`src/rtl/dmao_pkg.sv`:
```
package dmao_pkg;
  localparam int WORD_W     = 32;
  localparam int WORD_BYTES = WORD_W / 8;
  localparam int DESC_WORDS = 4;

  // descriptor word slots (memory order, decoded by software)
  localparam int DW_LINK  = 0;
  localparam int DW_START = 1;
  localparam int DW_CTRL  = 2;
  localparam int DW_STOP  = 3;

  // control word bits
  localparam int CB_EOL  = 0;
  localparam int CB_PEND = 3;
  localparam int CB_IRQ  = 4;

  // parent context: control word slot and its disable bit
  localparam int CTX_CTRL_SLOT = 1;
  localparam int CTX_DIS_BIT   = 15;

  // raw interrupt bit for a finished data descriptor
  localparam int IRQ_DATA_BIT = 2;

  typedef logic [WORD_W-1:0] word_t;

  typedef enum logic [3:0] {
    S_IDLE,
    S_FETCH_REQ,
    S_FETCH_WAIT,
    S_SETUP,
    S_DATA_REQ,
    S_DATA_WAIT,
    S_PUSH,
    S_DRAIN,
    S_DONE,
    S_WB,
    S_CTX_REQ,
    S_CTX_WAIT,
    S_CTX_WR
  } walk_state_e;
endpackage

```
`src/rtl/dmao_unpack.sv`:
```
module dmao_unpack #(
  parameter int WORD_BYTES = 4,
  localparam int LANE_W = $clog2(WORD_BYTES),
  localparam int CNT_W  = $clog2(WORD_BYTES + 1),
  localparam int WW     = 8 * WORD_BYTES
) (
  input  logic              clk,
  input  logic              rst,
  input  logic              ld_valid,
  output logic              ld_ready,
  input  logic [WW-1:0]     ld_word,
  input  logic [LANE_W-1:0] ld_lane,
  input  logic [CNT_W-1:0]  ld_count,
  input  logic              ld_final,
  output logic              out_valid,
  input  logic              out_ready,
  output logic [7:0]        out_data,
  output logic              out_final,
  output logic              empty
);
  logic [WW-1:0]    sh_q;
  logic [CNT_W-1:0] rem_q;
  logic             fin_q;

  // a new word may enter as the last byte of the previous one leaves
  assign ld_ready  = (rem_q == '0) || ((rem_q == CNT_W'(1)) && out_ready);
  assign out_valid = (rem_q != '0);
  assign out_data  = sh_q[7:0];
  assign out_final = fin_q && (rem_q == CNT_W'(1));
  assign empty     = (rem_q == '0);

  always_ff @(posedge clk) begin
    if (rst) begin
      sh_q  <= '0;
      rem_q <= '0;
      fin_q <= 1'b0;
    end else if (ld_valid && ld_ready) begin
      sh_q  <= ld_word >> {ld_lane, 3'b000};
      rem_q <= ld_count;
      fin_q <= ld_final;
    end else if (out_valid && out_ready) begin
      sh_q  <= sh_q >> 8;
      rem_q <= rem_q - CNT_W'(1);
    end
  end
endmodule

```
`src/rtl/dmao_walk.sv`:
```
module dmao_walk
  import dmao_pkg::*;
#(
  parameter int CHUNK_BYTES = 2048,
  parameter int IRQ_W       = 4,
  localparam int LANE_W  = $clog2(WORD_BYTES),
  localparam int CNT_W   = $clog2(WORD_BYTES + 1),
  localparam int CHUNK_W = $clog2(CHUNK_BYTES + 1),
  localparam int IDX_W   = $clog2(DESC_WORDS)
) (
  input  logic              clk,
  input  logic              rst,
  input  logic              start,
  input  word_t             start_desc,
  input  word_t             start_ctx,
  output logic              rd_req,
  output word_t             rd_addr,
  input  logic              rd_gnt,
  input  logic              rd_rvalid,
  input  word_t             rd_rdata,
  output logic              wr_req,
  output word_t             wr_addr,
  output word_t             wr_data,
  input  logic              wr_gnt,
  output logic              ld_valid,
  input  logic              ld_ready,
  output word_t             ld_word,
  output logic [LANE_W-1:0] ld_lane,
  output logic [CNT_W-1:0]  ld_count,
  output logic              ld_final,
  input  logic              unpack_empty,
  input  logic              beat_fire,
  input  logic              beat_final,
  output logic              pkt_end,
  output word_t             desc_ptr,
  output word_t             buf_ptr,
  output logic [IRQ_W-1:0]  irq_raw_set,
  output logic              eol_flag,
  output logic              running
);
  walk_state_e                  state_q;
  logic [IDX_W-1:0]             widx_q;
  word_t [DESC_WORDS-1:0]       desc_q;
  word_t                        desc_ptr_q;
  word_t                        ctx_ptr_q;
  word_t                        rd_ptr_q;
  word_t                        buf_ptr_q;
  word_t                        word_q;
  word_t                        ctx_word_q;
  logic [CHUNK_W-1:0]           chunk_q;
  logic                         eol_q;
  logic [IRQ_W-1:0]             irq_q;

  logic [LANE_W-1:0] lane;
  logic [CNT_W-1:0]  room;
  word_t             left;
  logic              push_final;
  logic [CNT_W-1:0]  push_count;
  word_t             ctx_addr;
  word_t             slot_addr;

  always_comb begin
    lane       = rd_ptr_q[LANE_W-1:0];
    room       = CNT_W'(WORD_BYTES) - CNT_W'(lane);
    left       = desc_q[DW_STOP] - rd_ptr_q;
    push_final = (left <= word_t'(room));
    push_count = push_final ? CNT_W'(left) : room;
    ctx_addr   = ctx_ptr_q + word_t'(CTX_CTRL_SLOT * WORD_BYTES);
    slot_addr  = desc_ptr_q + (word_t'(widx_q) << LANE_W);
  end

  // memory ports decoded from the state register
  always_comb begin
    rd_req  = 1'b0;
    rd_addr = '0;
    wr_req  = 1'b0;
    wr_addr = '0;
    wr_data = '0;
    case (state_q)
      S_FETCH_REQ: begin
        rd_req  = 1'b1;
        rd_addr = slot_addr;
      end
      S_DATA_REQ: begin
        rd_req  = 1'b1;
        rd_addr = {rd_ptr_q[WORD_W-1:LANE_W], {LANE_W{1'b0}}};
      end
      S_CTX_REQ: begin
        rd_req  = 1'b1;
        rd_addr = ctx_addr;
      end
      S_WB: begin
        wr_req  = 1'b1;
        wr_addr = slot_addr;
        wr_data = desc_q[widx_q];
      end
      S_CTX_WR: begin
        wr_req  = 1'b1;
        wr_addr = ctx_addr;
        wr_data = ctx_word_q | (word_t'(1) << CTX_DIS_BIT);
      end
      default: ;
    endcase
  end

  assign ld_valid    = (state_q == S_PUSH);
  assign ld_word     = word_q;
  assign ld_lane     = lane;
  assign ld_count    = push_count;
  assign ld_final    = push_final;
  assign pkt_end     = desc_q[DW_CTRL][CB_PEND];
  assign desc_ptr    = desc_ptr_q;
  assign buf_ptr     = buf_ptr_q;
  assign irq_raw_set = irq_q;
  assign eol_flag    = eol_q;
  assign running     = (state_q != S_IDLE);

  always_ff @(posedge clk) begin
    if (rst) begin
      state_q    <= S_IDLE;
      widx_q     <= '0;
      desc_q     <= '0;
      desc_ptr_q <= '0;
      ctx_ptr_q  <= '0;
      rd_ptr_q   <= '0;
      buf_ptr_q  <= '0;
      word_q     <= '0;
      ctx_word_q <= '0;
      chunk_q    <= '0;
      eol_q      <= 1'b0;
      irq_q      <= '0;
    end else begin
      irq_q <= '0;

      // progress pointer follows accepted bytes, one chunk at a time
      if (beat_fire) begin
        if (beat_final || (chunk_q == CHUNK_W'(CHUNK_BYTES - 1))) begin
          buf_ptr_q <= buf_ptr_q + word_t'(chunk_q) + word_t'(1);
          chunk_q   <= '0;
        end else begin
          chunk_q <= chunk_q + CHUNK_W'(1);
        end
      end

      case (state_q)
        S_IDLE: begin
          if (start) begin
            desc_ptr_q <= start_desc;
            ctx_ptr_q  <= start_ctx;
            eol_q      <= 1'b0;
            widx_q     <= '0;
            state_q    <= S_FETCH_REQ;
          end
        end
        S_FETCH_REQ: begin
          if (rd_gnt) state_q <= S_FETCH_WAIT;
        end
        S_FETCH_WAIT: begin
          if (rd_rvalid) begin
            desc_q[widx_q] <= rd_rdata;
            if (widx_q == IDX_W'(DESC_WORDS - 1)) begin
              state_q <= S_SETUP;
            end else begin
              widx_q  <= widx_q + IDX_W'(1);
              state_q <= S_FETCH_REQ;
            end
          end
        end
        S_SETUP: begin
          buf_ptr_q <= desc_q[DW_START];
          rd_ptr_q  <= desc_q[DW_START];
          chunk_q   <= '0;
          state_q   <= (desc_q[DW_START] < desc_q[DW_STOP]) ? S_DATA_REQ : S_DONE;
        end
        S_DATA_REQ: begin
          if (rd_gnt) state_q <= S_DATA_WAIT;
        end
        S_DATA_WAIT: begin
          if (rd_rvalid) begin
            word_q  <= rd_rdata;
            state_q <= S_PUSH;
          end
        end
        S_PUSH: begin
          if (ld_ready) begin
            rd_ptr_q <= rd_ptr_q + word_t'(push_count);
            state_q  <= push_final ? S_DRAIN : S_DATA_REQ;
          end
        end
        S_DRAIN: begin
          if (unpack_empty) state_q <= S_DONE;
        end
        S_DONE: begin
          irq_q[IRQ_DATA_BIT] <= desc_q[DW_CTRL][CB_IRQ];
          widx_q              <= '0;
          state_q             <= S_WB;
        end
        S_WB: begin
          if (wr_gnt) begin
            if (widx_q == IDX_W'(DESC_WORDS - 1)) begin
              widx_q <= '0;
              if (desc_q[DW_CTRL][CB_EOL]) begin
                state_q <= S_CTX_REQ;
              end else begin
                desc_ptr_q <= desc_q[DW_LINK];
                state_q    <= S_FETCH_REQ;
              end
            end else begin
              widx_q <= widx_q + IDX_W'(1);
            end
          end
        end
        S_CTX_REQ: begin
          if (rd_gnt) state_q <= S_CTX_WAIT;
        end
        S_CTX_WAIT: begin
          if (rd_rvalid) begin
            ctx_word_q <= rd_rdata;
            state_q    <= S_CTX_WR;
          end
        end
        S_CTX_WR: begin
          if (wr_gnt) begin
            eol_q   <= 1'b1;
            state_q <= S_IDLE;
          end
        end
        default: state_q <= S_IDLE;
      endcase
    end
  end
endmodule

```
`src/rtl/dmao_engine.sv`:
```
module dmao_engine
  import dmao_pkg::*;
#(
  parameter int CHUNK_BYTES = 2048,
  parameter int IRQ_W       = 4,
  localparam int LANE_W = $clog2(WORD_BYTES),
  localparam int CNT_W  = $clog2(WORD_BYTES + 1)
) (
  input  logic              clk,
  input  logic              rst,
  input  logic              start,
  input  logic [31:0]       start_desc,
  input  logic [31:0]       start_ctx,
  output logic              rd_req,
  output logic [31:0]       rd_addr,
  input  logic              rd_gnt,
  input  logic              rd_rvalid,
  input  logic [31:0]       rd_rdata,
  output logic              wr_req,
  output logic [31:0]       wr_addr,
  output logic [31:0]       wr_data,
  input  logic              wr_gnt,
  output logic              m_valid,
  input  logic              m_ready,
  output logic [7:0]        m_data,
  output logic              m_last,
  output logic [31:0]       desc_ptr,
  output logic [31:0]       buf_ptr,
  output logic [IRQ_W-1:0]  irq_raw_set,
  output logic              eol_flag,
  output logic              running
);
  logic              ld_valid;
  logic              ld_ready;
  word_t             ld_word;
  logic [LANE_W-1:0] ld_lane;
  logic [CNT_W-1:0]  ld_count;
  logic              ld_final;
  logic              unpack_empty;
  logic              beat_final;
  logic              pkt_end;
  logic              beat_fire;

  assign beat_fire = m_valid && m_ready;
  assign m_last    = beat_final && pkt_end;

  dmao_walk #(
    .CHUNK_BYTES(CHUNK_BYTES),
    .IRQ_W      (IRQ_W)
  ) u_walk (
    .clk         (clk),
    .rst         (rst),
    .start       (start),
    .start_desc  (start_desc),
    .start_ctx   (start_ctx),
    .rd_req      (rd_req),
    .rd_addr     (rd_addr),
    .rd_gnt      (rd_gnt),
    .rd_rvalid   (rd_rvalid),
    .rd_rdata    (rd_rdata),
    .wr_req      (wr_req),
    .wr_addr     (wr_addr),
    .wr_data     (wr_data),
    .wr_gnt      (wr_gnt),
    .ld_valid    (ld_valid),
    .ld_ready    (ld_ready),
    .ld_word     (ld_word),
    .ld_lane     (ld_lane),
    .ld_count    (ld_count),
    .ld_final    (ld_final),
    .unpack_empty(unpack_empty),
    .beat_fire   (beat_fire),
    .beat_final  (beat_final),
    .pkt_end     (pkt_end),
    .desc_ptr    (desc_ptr),
    .buf_ptr     (buf_ptr),
    .irq_raw_set (irq_raw_set),
    .eol_flag    (eol_flag),
    .running     (running)
  );

  dmao_unpack #(
    .WORD_BYTES(WORD_BYTES)
  ) u_unpack (
    .clk      (clk),
    .rst      (rst),
    .ld_valid (ld_valid),
    .ld_ready (ld_ready),
    .ld_word  (ld_word),
    .ld_lane  (ld_lane),
    .ld_count (ld_count),
    .ld_final (ld_final),
    .out_valid(m_valid),
    .out_ready(m_ready),
    .out_data (m_data),
    .out_final(beat_final),
    .empty    (unpack_empty)
  );
endmodule

```
`config.mk`:
```
export PLATFORM = sky130hd
export DESIGN_NAME = dmao_engine
export DESIGN_NICKNAME = d
export VERILOG_FILES = /design/src/rtl/dmao_pkg.sv /design/src/rtl/dmao_unpack.sv /design/src/rtl/dmao_walk.sv /design/src/rtl/dmao_engine.sv
export SDC_FILE = /design/constraint.sdc
export NUM_CORES = 1
export LEC_CHECK = 0
export BUFFER_PORTS_ARGS = -buffer_cell sky130_fd_sc_hd__buf_2
export CAP_MARGIN = 30
export CELL_PAD_IN_SITES_DETAIL_PLACEMENT = 0
export CELL_PAD_IN_SITES_GLOBAL_PLACEMENT = 1
export CORE_ASPECT_RATIO = 2
export CORE_UTILIZATION = 45
export CTS_CLUSTER_SIZE = 10
export DETAILED_ROUTE_END_ITERATION = 16
export PLACE_DENSITY = 0.95
export SETUP_SLACK_MARGIN = 0.5
export SLEW_MARGIN = 20
export SYNTH_ARGS = -nofsm -noshare
export SYNTH_HDL_FRONTEND = slang
export SYNTH_SLANG_ARGS = --single-unit
```
`constraint.sdc`:
```
create_clock -name clk -period 14.39 [get_ports clk]
set_clock_uncertainty 0.05 [all_clocks]
set_input_delay 2.1585 -clock clk [delete_from_list [all_inputs] [get_ports clk]]
set_output_delay 2.1585 -clock clk [all_outputs]
set_load 0.01 [all_outputs]
```
After elaboration in Yosys (flattened, before gate mapping)
Cells that the tools add are included.

Multiplexer cells: 52. Shift operators: 1. Equality and inequality tests: 29. Bitwise gates (word level): 1. $lt $le $gt $ge: 4. Reductions and logical operators: 33. Add/subtract/negate cells: 10.

Operator list (count): 2-to-1 mux 32 bit (12); case mux 32 bit (2 select lines) (4); bitwise mux 128 bit (1); case mux 32 bit (3 select lines) (1); binary-select mux 32 bit (select 2 bit) (1); demux 32 bit (select 2 bit) (1); 2-to-1 mux 4 bit (14); case mux 4 bit (13 select lines) (1); adder 32 x 1 -> 32 bit (second input constant) (1); adder 32 x 12 -> 32 bit (1); adder 32 x 3 -> 32 bit (1); adder 32 x 3 -> 32 bit (second input constant) (1); adder 32 x 4 -> 32 bit (1); less-or-equal comparator 32 x 3 -> 1 bit (1); less-than comparator 32 bit (1); >> shifter 32 x 5 -> 32 bit (1); subtractor 32 bit (1); != test 2 bit (second input constant) (12); == test 4 bit (second input constant) (5); == test 4 x 3 -> 1 bit (second input constant) (4); 2-to-1 mux 2 bit (7); adder 12 x 1 -> 12 bit (second input constant) (1); == test 12 x 11 -> 1 bit (second input constant) (1); 2-to-1 mux 12 bit (1); other kinds (28) (55).

Word-level logic and storage cells: 149. Output and inout bits: 178. Input bits: 103. Flip-flop bits (word level): 379.

Logic depth before layout (Yosys ltp)
Depth after elaboration: 6. Mapped depth: 28. Depth with buffers taken out: 26.

Modules after synthesis
A second synthesis with hierarchy kept.

Cell total of the unflattened synthesis: 2979. Area, all modules: 22555.4 sq um.

By module, submodules not included: dmao_walk (area an instance 20373.3 sq um, sequential area each 6786.5 sq um, cells an instance 2722, instances 1); dmao_unpack (area an instance 2169.6 sq um, sequential area each 720.7 sq um, cells an instance 255, instances 1); dmao_engine (area an instance 12.5 sq um, sequential area each 0.0 sq um, cells an instance 2, instances 1).

Worst setup path after synthesis
No wires, ideal clock.

Path type: register to register. From: reg u_walk.rd_ptr_q[1]. To: reg u_walk.rd_ptr_q[30]. Required time: 14270 ps. Cell stages (with the launch flop): 27. Period minus slack after synthesis: 5951 ps. Arrival time: 5831 ps. Setup time: 70 ps. Path buffers: 2. Setup slack: 8439 ps. Cell sequence: dfxtp_1 -> clkbuf_1 -> clkinv_1 -> ha_1 -> inv_1 -> ha_1 -> nor2b_1 -> o21ai_0 -> a32oi_1 -> nor3_1 -> nand4_1 -> or4_1 -> nor4_2 -> nand4_2 -> mux2_4 -> ha_1 -> a21oi_1 -> nor2_1 -> and2_1 -> clkbuf_1 -> and3_1 -> nand4_1 -> nor3_1 -> nand3_1 -> o31ai_1 -> nand2_1 -> a21oi_1.

Word-level cells in the longest chain between the ends: 6. Elaborated cells between the ends (all ways): 7. Classes of those cells: add/sub: 3; order compare: 1; mux: 3.

Ends and longest elaborated chain: from (decl) (line dmao_walk.sv:46) `word_t rd_ptr_q;`; from (signal assigned) (line dmao_walk.sv:171) `rd_ptr_q <= desc_q[DW_START];`; from (signal assigned) (line dmao_walk.sv:186) `rd_ptr_q <= rd_ptr_q + word_t'(push_count);`; subtractor 32 bit or subtractor 3 x 2 -> 3 bit (tied branches) (line dmao_walk.sv:65, dmao_walk.sv:64); less-or-equal comparator 32 x 3 -> 1 bit (line dmao_walk.sv:66) `push_final = (left <= word_t'(room));`; 2-to-1 mux 3 bit (line dmao_walk.sv:67) `push_count = push_final ? CNT_W'(left) : room;`; adder 32 x 3 -> 32 bit * (line dmao_walk.sv:186); 2-to-1 mux 32 bit * (line dmao_walk.sv:185) `if (ld_ready) begin`; case mux 32 bit (2 select lines) * (line dmao_walk.sv:145) `case (state_q)`.

Mark *: on every way between the ends. The rest lies on a longest branch, timed or not. The select of a mux whose other input is x is not followed. A chain may end at the register's enable or synchronous reset.

Final worst setup path
Ends and elaborated chain as after synthesis.

==> qor.csv <==
stage,metric,value,unit
timing,setup_violations,0,
placement,port_buffers,277,
critical_path,path_cells,clkinv_1 > ha_1 > nor2b_4 > o31ai_1 > a21oi_2 > a221oi_1 > o21a_1 > a22oi_1 > nor4_1 > nand4_2 > mux2_4 > ha_1 > a21oi_1 > nor2_1 > and2_1 > and3_1 > nand4_1 > nor3_1 > nand3_1 > o31ai_1 > nand2_1 > a21oi_1,
drt,wl_per_cell,26.1,um
timing,tightestPinTransition,1070,ps
synthesis,synth_seq_cells,375,
critical_path,worstSetupStartpointType,flip-flop,
floorplanning,die_w,160,um
outcome,status,"finished, final reports clean",
synthesis,yosys.cell_types.count,80,
clock_network,cts_max_level,2,
pwr,p_leak,0.00975,uW
layout,syn_to_final_growth,13.1,%
placement,gp_congestion,1.02,
clock_network,cts_setup_buffers,0,
floorplanning,dieArea,50600,sq um
timing,hold_viol_final,0,
drt,via_per_inst,6.22,
worst_hold_path,holdPathEnd,u_walk.desc_q[90]$_SDFFE_PP0P_,
timing,fmax,144,MHz
critical_path,rr_worst_depth,22,
global_route,grt_overflow,0,
clock_network,clock_latency,600,ps
global_route,grt_pass1_wl,144000,um
critical_path,r2r_slack,7460,ps
timing,grt_setup_unrepaired,no,
clock_network,cts-buffers-inserted,44,
layout,drive_gt1_share,14.3,%
timing,finalCritPeriodShare,48.1,%
drt,drc,0,
drt,drt_wl_total,98100,um
timing,maxSlewHeadroom,28.1,%
critical_path,crit_type,flip-flop to flip-flop,
floorplanning,row_count,115,
placement,hpwl,73400,um
drt,num_vias,23400,
placement,place_area,24000,sq um
critical_path,r2r_end,u_walk.rd_ptr_q[30]$_SDFFE_PP0P_,
synthesis,ys.warnings.count,0,
worst_hold_path,hold_class,flip-flop to flip-flop,
pwr,ir_drop,0.0831,mV
synthesis,syn_area_per_cell,7.52,sq um
critical_path,crit_path_max_fanout,10,
drt,dr.pass1.iters,7,
clock_network,clockBufferDepth,3,
global_route,antenna_found_initial,6,
global_route,grt_util_all_layers,38.1,%
clock_network,clk_pin_slew,60,ps
critical_path,cpPeakStageDelay,670,ps
critical_path,r2r-start,u_walk.rd_ptr_q[1]$_SDFFE_PP0P_,
critical_path,slowest_stage,nor4_1,
timing,post-route-min-period,6930,ps
layout,fill_cells,4724,
layout,stdcell_area,25300,sq um
floorplanning,die_h,317,um
synthesis,syn_inst,2973,
global_route,grt_max_degree,101,
floorplanning,start_util,45.5,%
critical_path,crit_required,14830,ps
clock_network,cts_root_buffer,clkbuf_16,
floorplanning,core,49100,sq um
floorplanning,num_io_pins,281,
synthesis,synth_edf_count,0,
clock_network,ctsResizeCount,0,
drt,drt-initial-drc-count,2570,
pwr,power.total,3070,uW
synthesis,synth_area,22300,sq um
synthesis,synth-seq-area-share,33.6,%
drt,ant_nets,0,
timing,drv_slew,0,
critical_path,cp.arrival,7370,ps
clock_network,clock_sinks,375,
timing,setup_tns,0,ps
clock_network,ctsHoldBuffers,0,
global_route,grt_pass1_vias,22800,
worst_hold_path,min_path_cells,2,
critical_path,critPathCaptureType,flip-flop,
layout,nNetsFinal,3312,
pwr,p_per_area,121,nW/um^2
job,cap_viol_max_count,0,
clock_network,cts_tree,built,
synthesis,ys.flop_type,dfxtp_1,
worst_hold_path,hold_start,u_walk.desc_q[90]$_SDFFE_PP0P_,
synthesis,async_flop_share,0,%
==> through the flow <==
stage / hold WS (ps) / cells / setup WS (ps) / utilization (%)
floorplan: 383 / 2975 / 8440 / -
global placement: 388 / 3705 / 7360 / 48.8
detailed placement: 397 / 3706 / 7320 / 48.9
CTS: 405 / 3759 / 7260 / 51.3
global route: 427 / 3763 / 6930 / 51.5
finish: 402 / 3765 / 7460 / 51.5
==> routing by layer <==
layer	global-route usage, %	vias to the layer above	share of wire, %
met5	0	-	0.081
met4	38.6	8	12
met3	6.27	415	7.6
met2	66.0	1378	48
met1	38.2	10900	33
li1	-	10700	-
==> area by class of cell <==
type,count,area [sq um],area share [%]
Antenna cell,2,5.00,0.0198
Multi-Input combinational cell,2283,13700,54.0
Timing Repair Buffer,310,1710,6.78
Sequential cell,375,7510,29.7
Clock buffer,48,1140,4.50
Inverter,99,372,1.47
Clock inverter,5,72.6,0.287
Tap cell,643,805,3.18
==> registers in the layout (all words and copies together), names as in the netlist, 31 cells and up <==
signal	cells
u_walk.desc_ptr	32
u_walk.ctx_ptr_q	32
u_walk.desc_q	127
u_walk.buf_ptr	32
u_walk.rd_ptr_q	32
u_walk.ld_word	32
u_walk.ctx_word_q	31
u_unpack.sh_q	32
==> cell usage after synthesis (17+ instances only) <==
cell type	number	area share, %
a211oi_1	54	1.8
a21o_1	31	1.0
a21oi_1	353	7.9
a22o_1	37	1.5
a22oi_1	18	0.60
a311oi_1	67	2.6
and3_1	28	0.78
clkbuf_1	179	3.0
dfxtp_1	375	34
ha_1	92	5.2
inv_1	97	1.6
mux2i_1	31	1.4
mux4_2	32	3.2
nand2_1	707	12
nand3_1	54	1.2
nand4_1	33	0.92
nor2_1	228	3.8
nor2b_1	20	0.56
nor3_1	41	0.92
o211ai_1	19	0.64
o21ai_0	81	1.8
o22ai_1	42	1.2
or3_1	17	0.48
xnor2_1	51	2.0
xor2_1	56	2.2
==> cells by family (layout without fill, tap and decap cells) <==
logic type / Yosys count / count (layout) / synth area share [%]
compound gates: 799 / 799 / 22.8
xor+xnor: 107 / 107 / 4.19
fa+ha+maj: 96 / 96 / 5.51
buf+inv: 317 / 462 / 5.63
flops: 375 / 375 / 33.6
mux: 72 / 72 / 5.08
other cells: 1 / 5 / 0.0168
simple gates: 1206 / 1206 / 23.2
==> worst max-delay path, delay by kind of cell (launching register included) <==
family          cells  cell delay (ps)
simple gates       10             3020
compound gates      8             1830
fa+ha+maj           2              770
mux                 1              450
buf+inv             1              340
flops               1              330
==> where the power goes <==
part	switching, uW	internal, uW
combinational	536	300
sequential	113	1110
clock	451	559
total	1100	1970
==> layout by cell type, fill, tap and decap left out, drive strengths merged, types with 14 or more instances in the layout <==
cell and n:
a211oi 54, a21o 32, a21oi 358, a22o 37, a22oi 18, a311oi 67
and3 28, buf 309, clkbuf 49, dfxtp 375, ha 92, inv 100
mux2i 31, mux4 32, nand2 707, nand2b 14, nand3 54, nand4 35
nor2 228, nor2b 21, nor3 41, o211ai 19, o21ai 83, o22ai 42
o31ai 16, or3 17, xnor2 51, xor2 56
==> worst max-delay path by stage <==
stage                                               start                                to  slack, ps
final                     u_walk.rd_ptr_q[1]$_SDFFE_PP0P_  u_walk.rd_ptr_q[30]$_SDFFE_PP0P_       7460
after global routing      u_walk.rd_ptr_q[0]$_SDFFE_PP0P_  u_walk.rd_ptr_q[30]$_SDFFE_PP0P_       6930
after CTS                 u_walk.rd_ptr_q[0]$_SDFFE_PP0P_  u_walk.rd_ptr_q[30]$_SDFFE_PP0P_       7260
after detailed placement  u_walk.rd_ptr_q[0]$_SDFFE_PP0P_  u_walk.rd_ptr_q[30]$_SDFFE_PP0P_       7320
after global placement    u_walk.rd_ptr_q[0]$_SDFFE_PP0P_  u_walk.rd_ptr_q[30]$_SDFFE_PP0P_       7360
after floorplan           u_walk.rd_ptr_q[1]$_SDFFE_PP0P_  u_walk.rd_ptr_q[30]$_SDFFE_PP0P_       8440
No activity file was read; power rests on OpenSTA's default activity.
